[config.mk]
export PLATFORM = sky130hd
export DESIGN_NAME = rx_addr_filter
export DESIGN_NICKNAME = d
export VERILOG_FILES = /design/src/rtl/rxf_pkg.sv /design/src/rtl/rxf_dest_capture.sv /design/src/rtl/rxf_station_table.sv /design/src/rtl/rxf_decide.sv /design/src/rtl/rx_addr_filter.sv
export SDC_FILE = /design/constraint.sdc
export NUM_CORES = 2
export LEC_CHECK = 0
export ABC_CLOCK_PERIOD_IN_PS = 3000
export BUFFER_PORTS_ARGS = -buffer_cell sky130_fd_sc_hd__buf_2
export CAP_MARGIN = 30
export CORE_ASPECT_RATIO = 1.25
export CORE_MARGIN = 3
export CORE_UTILIZATION = 40
export DETAILED_ROUTE_END_ITERATION = 16
export GPL_ROUTABILITY_DRIVEN = 0
export GPL_TIMING_DRIVEN = 0
export PLACE_DENSITY = 0.52
export SYNTH_ARGS = -nofsm -noshare
export SYNTH_HDL_FRONTEND = slang
export SYNTH_SLANG_ARGS = --single-unit
[constraint.sdc]
create_clock -name clk -period 3 [get_ports clk]
set_clock_uncertainty 0.2 [all_clocks]
set_input_delay 0.6 -clock clk [delete_from_list [all_inputs] [get_ports clk]]
set_output_delay 0.6 -clock clk [all_outputs]
set_load 0.05 [all_outputs]
[src/rtl/rxf_pkg.sv]
package rxf_pkg;

  typedef struct packed {
    logic accept;
    logic mcast;
    logic bcast;
  } rxf_verdict_t;

  localparam rxf_verdict_t VERDICT_NONE = '{accept: 1'b0, mcast: 1'b0, bcast: 1'b0};

  function automatic logic is_group(input logic [7:0] first_byte);
    return first_byte[0];
  endfunction

endpackage

[src/rtl/rxf_dest_capture.sv]
module rxf_dest_capture #(
  parameter int ADDR_BYTES = 6,
  localparam int AW    = ADDR_BYTES * 8,
  localparam int CNT_W = $clog2(ADDR_BYTES + 1)
) (
  input  logic          clk,
  input  logic          rst_n,
  input  logic          sof,
  input  logic          byte_vld,
  input  logic [7:0]    byte_in,
  output logic [AW-1:0] dest
);

  logic [CNT_W-1:0] cnt_q, cnt_d;
  logic [AW-1:0]    dest_q, dest_d;
  logic             cap_en;

  assign cap_en = byte_vld && (sof || (cnt_q < CNT_W'(ADDR_BYTES)));

  always_comb begin
    cnt_d  = cnt_q;
    dest_d = dest_q;
    if (byte_vld && sof) begin
      dest_d[7:0] = byte_in;
      cnt_d       = CNT_W'(1);
    end else if (cap_en) begin
      dest_d[cnt_q*8 +: 8] = byte_in;
      cnt_d                = cnt_q + CNT_W'(1);
    end
  end

  always_ff @(posedge clk or negedge rst_n) begin
    if (!rst_n) begin
      cnt_q  <= CNT_W'(ADDR_BYTES);
      dest_q <= '0;
    end else if (cap_en) begin
      cnt_q  <= cnt_d;
      dest_q <= dest_d;
    end
  end

  assign dest = dest_q;

endmodule

[src/rtl/rxf_station_table.sv]
module rxf_station_table #(
  parameter int N_ENTRIES  = 16,
  parameter int ADDR_BYTES = 6,
  localparam int AW     = ADDR_BYTES * 8,
  localparam int IDX_W  = $clog2(N_ENTRIES),
  localparam int WORDS  = ADDR_BYTES / 2,
  localparam int WORD_W = (WORDS > 1) ? $clog2(WORDS) : 1
) (
  input  logic                 clk,
  input  logic                 rst_n,
  input  logic                 wr_en,
  input  logic [IDX_W-1:0]     wr_idx,
  input  logic [WORD_W-1:0]    wr_word,
  input  logic [15:0]          wr_data,
  input  logic                 mask_we,
  input  logic [N_ENTRIES-1:0] mask_data,
  input  logic [AW-1:0]        dest,
  output logic                 hit
);

  logic [N_ENTRIES-1:0] mask_q;
  logic [N_ENTRIES-1:0] match_vec;
  logic                 word_ok;

  assign word_ok = {1'b0, wr_word} < (WORD_W + 1)'(WORDS);

  always_ff @(posedge clk or negedge rst_n) begin
    if (!rst_n) begin
      mask_q <= '0;
    end else if (mask_we) begin
      mask_q <= mask_data;
    end
  end

  for (genvar e = 0; e < N_ENTRIES; e++) begin : g_entry
    logic [AW-1:0] ent_q, ent_d;
    logic          ent_we;

    assign ent_we = wr_en && word_ok && (wr_idx == IDX_W'(e));

    always_comb begin
      ent_d = ent_q;
      ent_d[wr_word*16 +: 16] = wr_data;
    end

    always_ff @(posedge clk or negedge rst_n) begin
      if (!rst_n) begin
        ent_q <= '0;
      end else if (ent_we) begin
        ent_q <= ent_d;
      end
    end

    assign match_vec[e] = mask_q[e] && (ent_q == dest);
  end

  assign hit = |match_vec;

endmodule

[src/rtl/rxf_decide.sv]
module rxf_decide
  import rxf_pkg::*;
#(
  parameter int ADDR_BYTES = 6,
  parameter int LEN_W      = 16,
  parameter int MIN_LEN    = 60,
  localparam int AW = ADDR_BYTES * 8
) (
  input  logic             clk,
  input  logic             rst_n,
  input  logic             eof,
  input  logic [LEN_W-1:0] len,
  input  logic             runt_ok,
  input  logic             promisc,
  input  logic             all_mcast,
  input  logic             bcast_ok,
  input  logic [AW-1:0]    dest,
  input  logic             tbl_hit,
  output logic             done,
  output rxf_verdict_t     verdict
);

  rxf_verdict_t verdict_d, verdict_q;
  logic         done_q;
  logic         short_frame;
  logic         group_addr;
  logic         all_ones;

  assign short_frame = len < LEN_W'(MIN_LEN);
  assign group_addr  = is_group(dest[7:0]);
  assign all_ones    = &dest;

  always_comb begin
    verdict_d = VERDICT_NONE;
    if (short_frame) begin
      verdict_d.accept = runt_ok;
    end else if (promisc && !group_addr) begin
      verdict_d.accept = 1'b1;
    end else if (all_mcast && group_addr) begin
      verdict_d.accept = 1'b1;
      verdict_d.mcast  = 1'b1;
    end else if (bcast_ok && all_ones) begin
      verdict_d.accept = 1'b1;
      verdict_d.bcast  = 1'b1;
    end else if (tbl_hit) begin
      verdict_d.accept = 1'b1;
    end
  end

  always_ff @(posedge clk or negedge rst_n) begin
    if (!rst_n) begin
      done_q    <= 1'b0;
      verdict_q <= VERDICT_NONE;
    end else begin
      done_q <= eof;
      if (eof) begin
        verdict_q <= verdict_d;
      end
    end
  end

  assign done    = done_q;
  assign verdict = verdict_q;

endmodule

[src/rtl/rx_addr_filter.sv]
module rx_addr_filter
  import rxf_pkg::*;
#(
  parameter int N_ENTRIES  = 16,
  parameter int ADDR_BYTES = 6,
  parameter int LEN_W      = 16,
  parameter int MIN_LEN    = 60,
  localparam int IDX_W  = $clog2(N_ENTRIES),
  localparam int WORDS  = ADDR_BYTES / 2,
  localparam int WORD_W = (WORDS > 1) ? $clog2(WORDS) : 1
) (
  input  logic                 clk,
  input  logic                 rst_n,
  input  logic                 cfg_runt_ok,
  input  logic                 cfg_promisc,
  input  logic                 cfg_all_mcast,
  input  logic                 cfg_bcast_ok,
  input  logic                 tbl_wr_en,
  input  logic [IDX_W-1:0]     tbl_wr_idx,
  input  logic [WORD_W-1:0]    tbl_wr_word,
  input  logic [15:0]          tbl_wr_data,
  input  logic                 tbl_mask_we,
  input  logic [N_ENTRIES-1:0] tbl_mask_data,
  input  logic                 rx_sof,
  input  logic                 rx_byte_vld,
  input  logic [7:0]           rx_byte,
  input  logic                 rx_eof,
  input  logic [LEN_W-1:0]     rx_len,
  output logic                 flt_done,
  output logic                 flt_accept,
  output logic                 flt_mcast,
  output logic                 flt_bcast
);

  localparam int AW = ADDR_BYTES * 8;

  logic [AW-1:0] dest_q;
  logic          tbl_hit;
  rxf_verdict_t  verdict;

  rxf_dest_capture #(.ADDR_BYTES(ADDR_BYTES)) u_capture (
    .clk      (clk),
    .rst_n    (rst_n),
    .sof      (rx_sof),
    .byte_vld (rx_byte_vld),
    .byte_in  (rx_byte),
    .dest     (dest_q)
  );

  rxf_station_table #(.N_ENTRIES(N_ENTRIES), .ADDR_BYTES(ADDR_BYTES)) u_table (
    .clk       (clk),
    .rst_n     (rst_n),
    .wr_en     (tbl_wr_en),
    .wr_idx    (tbl_wr_idx),
    .wr_word   (tbl_wr_word),
    .wr_data   (tbl_wr_data),
    .mask_we   (tbl_mask_we),
    .mask_data (tbl_mask_data),
    .dest      (dest_q),
    .hit       (tbl_hit)
  );

  rxf_decide #(.ADDR_BYTES(ADDR_BYTES), .LEN_W(LEN_W), .MIN_LEN(MIN_LEN)) u_decide (
    .clk       (clk),
    .rst_n     (rst_n),
    .eof       (rx_eof),
    .len       (rx_len),
    .runt_ok   (cfg_runt_ok),
    .promisc   (cfg_promisc),
    .all_mcast (cfg_all_mcast),
    .bcast_ok  (cfg_bcast_ok),
    .dest      (dest_q),
    .tbl_hit   (tbl_hit),
    .done      (flt_done),
    .verdict   (verdict)
  );

  assign flt_accept = verdict.accept;
  assign flt_mcast  = verdict.mcast;
  assign flt_bcast  = verdict.bcast;

endmodule

# Yosys cells after proc, flatten, opt, wreduce, memory -nomap -nowiden
# Cells that the tools add are included.
[totals]
reg_bits = 839
input_bits = 73
word_cells = 139
[classes]
eq_ne = 31
n_mux = 29
shift = 4
bitwise = 1
add_sub_neg = 3
n_reduce_logical = 44
n_lt_le_gt_ge = 3
[op_table]
columns = ["operator", "count"]
rows = [
  ["$bwmux W48", 17],
  ["$eq A48 B48 Y1", 16],
  ["$neg A6 Y34", 2],
  ["$reduce_and A48 Y1", 1],
  ["$shift A16 B34 Y48 const A", 1],
  ["$shift A8 B34 Y48 const A", 1],
  ["$shiftx A16 B34 Y48", 1],
  ["$shiftx A8 B34 Y48", 1],
  ["$logic_and A1 B1 Y1", 38],
  ["$eq A4 B4 Y1 const B", 8],
  ["$eq A4 B3 Y1 const B", 4],
  ["$lt A16 B6 Y1 const B", 1],
  ["$reduce_or A16 Y1", 1],
  ["$eq A4 B2 Y1 const B", 2],
  ["$mux W1", 8],
  ["$mux W8", 1],
  ["$eq A4 B1 Y1 const B", 1],
  ["$logic_not A4 Y1", 1],
  ["$mux W2", 2],
  ["$add A3 B1 Y3 const B", 1],
  ["$lt A3 B3 Y1 const B", 1],
  ["$mux W3", 1],
  ["$lt A2 B2 Y1 const B", 1],
  ["$reduce_and A2 Y1", 1],
  ["3 further kinds", 3],
]

# Depth between registers and ports, before layout
[logic_depth]
depth_word = 8
depth_mapped = 10

# Modules after synthesis
# Synthesis repeated with hierarchy kept, for this count alone.
[unflattened]
hier_cells = 3847
hier_area_um2 = 39469.1
[by_module_without_submodules]
columns = ["module", "seq_area_each_um2", "area_each_um2", "cells_each", "n_inst"]
rows = [
  ["rxf_station_table", 19618.8, 36912.9, 3648, 1],
  ["rxf_dest_capture", 1278.7, 2232.1, 159, 1],
  ["rxf_decide", 100.1, 324.1, 40, 1],
]

# Worst setup path after synthesis
# No wires, ideal clock.
[synth_path]
path_kind = "input to register"
start = "input tbl_wr_word[0]"
end = "register u_table.g_entry[4].ent_q[10]"
setup_ns = 0.121
setup_slack_ns = 0.375
stages = 8
n_path_buf = 2
arrival_time_ns = 2.304
path_cell_list = "ha_1 nand2b_1 or3b_1 clkbuf_1 nor3_4 nand2_1 buf_2 a22o_1"
[synth_between]
elab_chain_cells = 3
elab_cells_between_ends = 7
cone_classes = "add/sub (1); order compare (1); shift (2); mux (1); reduce/logical (2)"
[synth_lines]
columns = ["element", "line_no", "rtl"]
rows = [
  ["from (decl)", "rx_addr_filter.sv:20", "input logic [WORD_W-1:0] tbl_wr_word,"],
  ["$neg A6 Y34 or $lt A2 B2 Y1 (tied branches)", "rxf_station_table.sv:43, rxf_station_table.sv:25", ""],
  ["$shiftx A16 B34 Y48, or another cell as far along", "rxf_station_table.sv:43", "ent_d[wr_word*16 +: 16] = wr_data;"],
  ["$bwmux W48 or $logic_and A1 B1 Y1 (tied branches)", "rxf_station_table.sv:43, rxf_station_table.sv:39", ""],
  ["to (signal assigned)", "rxf_station_table.sv:50", "ent_q <= ent_d;"],
  ["to (decl)", "rxf_station_table.sv:36", "logic [AW-1:0] ent_q, ent_d;"],
]
# Several ways; a longest one is shown, not always the timed one.
# A chain may end at the register's enable or synchronous reset.

# Worst setup path after layout
[layout_path]
start = "register u_capture.dest_q[29], in the netlist u_capture.dest[29]"
end = "register u_decide.verdict_q, in the netlist u_decide.verdict[2]"
[layout_between]
elab_chain_cells = 8
elab_cells_between_ends = 40
cone_classes = "eq/ne (16); mux (5); reduce/logical (19)"
[layout_lines]
columns = ["element", "line_no", "rtl"]
rows = [
  ["from (decl)", "rxf_dest_capture.sv:15", "logic [AW-1:0] dest_q, dest_d;"],
  ["from (signal assigned)", "rxf_dest_capture.sv:38", "dest_q <= dest_d;"],
  ["$eq A48 B48 Y1", "rxf_station_table.sv:54", "assign match_vec[e] = mask_q[e] && (ent_q == dest);"],
  ["$logic_and A1 B1 Y1", "rxf_station_table.sv:54", ""],
  ["$reduce_or A16 Y1", "rxf_station_table.sv:57", "assign hit = |match_vec;"],
  ["$mux W1", "rxf_decide.sv:45", "end else if (tbl_hit) begin"],
  ["$mux W1 (*)", "rxf_decide.sv:42", "end else if (bcast_ok && all_ones) begin"],
  ["$mux W1 (*)", "rxf_decide.sv:39", "end else if (all_mcast && group_addr) begin"],
  ["$mux W1 (*)", "rxf_decide.sv:37", "end else if (promisc && !group_addr) begin"],
  ["$mux W1 (*)", "rxf_decide.sv:35", "if (short_frame) begin"],
  ["to (signal assigned)", "rxf_decide.sv:57", "verdict_q <= verdict_d;"],
  ["to (decl)", "rxf_decide.sv:23", "rxf_verdict_t verdict_d, verdict_q;"],
]
# Every way passes the cells marked *; elsewhere a longest branch is shown, timed or not.

==> impl_metrics.csv <==
group,metric,value,unit
synth,ys_top_cells_by_area,"dfrtp_1, xor2_1, o21ai_0",
timing,hold_violations,99,
floorplanning,die_w,287.0,microns
clocking,clk_transition_reported_paths,60,ps
grt,grt_pass1_vias,32190,
timing,worstMarginPinSlew,1002,ps
clocking,cts_tree,"yes",
critical_path,path_max_fanout,10,
placed_design,port-buffer-count,71,
detailed_routing,ant_nets,0,
timing,rsz0062_at_grt,"true",
clocking,cts_max_path_buffers,3,
critical_path,rr_worst_depth,9,
synth,synth_nets,4021,
critical_path,worstPathBufferInverterCount,3,
detailed_routing,drt_iter0_drc,4947,
critical_path,critPathTopFamily,"buffers and inverters",
critical_path,r2r-end,"u_decide.verdict[2]",
synth,synth.distinct_cells,50,
timing,max_freq,306.8,MHz
synth,synth_area_leader_cell,"dfrtp_1",
grt,grt_overflow_total,0,
detailed_routing,wl_per_cell,35.80,microns
final_layout,nFillCells,9518,
floorplanning,coreArea,0.09769,sq mm
final_layout,seq_area,0.02100,sq mm
critical_path,crit_type,"reg -> reg",
final_layout,multi_input_area,0.01729,sq mm
detailed_routing,vias,33710,
floorplanning,start_util,40.40,%
detailed_routing,drc_errors,0,
grt,antenna_found_initial,16,
floorplanning,io_pins,77,
synth,syn_area,0.03947,sq mm
synth,synth_seq_area_share,53.20,%
critical_path,cp_slowest_cell,"nand4_1",
grt,grt_pass1_wl,267700,microns
clocking,clkSinkCount,839,
critical_path,worst_r2r_startpoint,"u_capture.dest[29]",
critical_path,critPathMostFrequentCell,"buf_6",
critical_path,r2r_slack,-260,ps
power,power_density,842.4,mW/mm^2
run_status,violations,"hold timing, setup timing",
timing,setup_viol,1,
grt,grt_max_degree,115,
final_layout,layout-area-overhead-vs-synth,17.64,%
clocking,cts_buffers,89,
placed_design,placedInstanceArea,0.04223,sq mm
critical_path,max_stage_delay,420,ps
synth,async_flop_share,100.0,%
final_layout,postLayoutCellArea,0.04644,sq mm
timing,whs,-179.0,ps
clocking,cts_hold_buffers,21,
floorplanning,rows,128,
detailed_routing,drt_wl_total,198400,microns
hold_path,hold_path.class,"in -> async",
critical_path,worst_setup_path_end_kind,"flop",
flow_run,drv_cap,0,
final_layout,drive_gt1_share,12.38,%
placed_design,post-place-ws,-1595,ps
synth,yosysTopAreaCellShare,53.06,%
timing,fin_crit_sh,108.6,%
detailed_routing,detail_route.vias_per_cell,6.084,
timing,worst_slack,-259.5,ps
critical_path,worstPathArrival,3640,ps
synth,synth_ff_type,"dfrtp_1",
run_status,status,"complete, but fails checks",
critical_path,start_kind,"flop",
critical_path,worstPathRequired,3380,ps
power,vdd_drop_max,0.4566,mV
timing,period_minus_slack,3259,ps
floorplanning,die_h,357.2,microns
synth,synth.avg_cell_area,10.02,sq um
final_layout,nets,4243,
synth,postSynthCellCount,3939,
detailed_routing,firstDrtPassIters,7,
timing,slew_viol_final,0,
clocking,htree_levels,3,
clocking,clock_latency,680,ps
synth,synth-seq-cells,839,
synth,ys_warn_count,0,
floorplanning,die-area,0.1025,sq mm
critical_path,cp_cell_sequence,"buf_6 > buf_6 > xor2_1 > nor4_2 > nand4_1 > o32ai_2 > a2111oi_4 > buf_4 > a221oi_2",
clocking,cts-root-buf,"clkbuf_16",
timing,slew_headroom,32.51,%
power,power,39120,uW
grt,grt_use_total,38.44,%
placed_design,place_hpwl,132200,microns
synth,synth_edf_count,0,
power,leakagePower,0.02158,uW
[worst reg2reg max path, stage by stage (launching register included)]
cell       delay, ps
dfrtp_1          340
buf_6            290
buf_6            340
xor2_1           180
nor4_2           380
nand4_1          420
o32ai_2          430
a2111oi_4        110
buf_4            200
a221oi_2         270
[synth_stat cells (2+ instances only)]
cell,number
nand4_1,105
o21ai_0,652
nand3_1,34
o22ai_1,17
nor4_2,2
nor2b_1,3
clkbuf_1,188
ha_1,9
mux2_2,33
buf_6,10
nor3b_1,3
xor2_1,434
buf_2,83
inv_1,54
a221o_1,2
a22o_1,162
nand2_1,760
and2_1,17
dfrtp_1,837
xnor2_1,279
o2111ai_1,3
nor3_1,16
buf_4,18
dfstp_2,2
buf_1,4
o221ai_1,3
a221oi_1,12
a2111oi_0,3
a21oi_1,6
nand3b_1,3
or4_1,3
a22oi_1,2
nor4_1,128
o2bb2ai_1,6
nor2_2,6
nor2_1,19
a222oi_1,2
nand2b_1,7
[metrics by stage]
step / std cells / util (%) / TNS (ps)
4_1_cts: 5527 / 47.19 / -139.1
3_3_place_gp: 5310 / 42.43 / -
6_report: 5541 / 47.53 / -259.5
2_1_floorplan: 3939 / - / 0
3_5_place_dp: 5346 / 43.23 / -817070
5_1_grt: 5531 / 47.51 / -185.9
[registers in the layout, summed over array words and instances, names as in the netlist]
name and flops:
u_capture.cnt_q 3, u_table.mask_q 16, u_decide.verdict 3, u_capture.dest 48, u_table.g_entry.ent_q 768, u_decide.done 1
[how the worst max path moves through the flow]
| stage | start | to | slack, ps | depth (start not counted) |
|---|---|---|---|---|
| 2_1_floorplan | tbl_wr_word[0] | u_table.g_entry[4].ent_q[10] | 370 | 8 |
| 4_1_cts | u_capture.dest[32] | u_decide.verdict[2] | -140 | 9 |
| 6_report | u_capture.dest[29] | u_decide.verdict[2] | -260 | 9 |
| 5_1_grt | u_capture.dest[41] | u_decide.verdict[2] | -190 | 9 |
| 3_5_place_dp | tbl_wr_word[0] | u_table.g_entry[0].ent_q[21] | -1590 | 10 |
| 3_3_place_gp | rst_n | u_table.mask_q[8] | -18000 | 1 |
[layout by cell type (no fill, tap or decap), types with 12 or more instances in the layout]
cell and instances:
clkbuf_8 24, nor4_2 20, buf_4 43, buf_16 18, clkbuf_16 92, nand2_2 30, clkinv_2 15, o21ai_0 652
clkbuf_4 14, and2_1 16, a22o_1 162, dlygate4sd3_1 21, xor2_1 434, nand3_1 33, nand2_1 729, nand4_1 105
nor2_1 17, a221oi_1 12, dfrtp_1 834, clkbuf_2 13, clkbuf_1 170, mux2_2 33, inv_1 51, buf_2 93
o22ai_1 17, xnor2_1 278, buf_6 49, buf_8 24, nor4_1 106, nor3_1 15
[logic make-up (layout without fill, tap and decap cells)]
logic type,Yosys count,in the layout,synth area share (%)
flip-flops,839,839,53.20
multiplexers,34,34,0.9668
AND/OR/NAND/NOR,1111,1111,12.62
XOR/XNOR,713,713,15.82
buffers and inverters,357,649,4.019
adder cells (fa/ha/maj),9,9,0.2853
other,0,10,0
AO/OA/AOI/OAI,876,876,13.09
[what timing repair did]
action / CTS / global route
endpoints found under the setup margin: 661 / 312
pin swaps: 3 / 5
gates resized for setup: 180 / 86
buffers inserted: 2 / 5
hold endpoints to repair: 120 / 99
[final cells by class]
type | instances | share of cell area (%)
inverter | 54 | 0.4607
buffer | 299 | 3.982
multi-input combinational | 2743 | 37.23
sequential | 839 | 45.23
timing repair buffer | 135 | 2.956
clock buffer | 133 | 5.806
tap | 1300 | 3.503
clock inverter | 28 | 0.7841
antenna | 10 | 0.05389
[power by group]
group	switching, uW	leakage (uW)	internal, uW
clock	5000	0.00151	6890
sequential	447	0.0116	11900
combinational	10300	0.00850	4520
[metal layers]
metal,global-route usage (%),vias up,share of wire (%)
met5,0,-,0.0091
met4,28.47,2,8.5
met3,11.80,616,12
met2,55.59,2211,42
met1,48.41,17050,37
li1,-,13830,-
(Power assumes the default switching activity.)
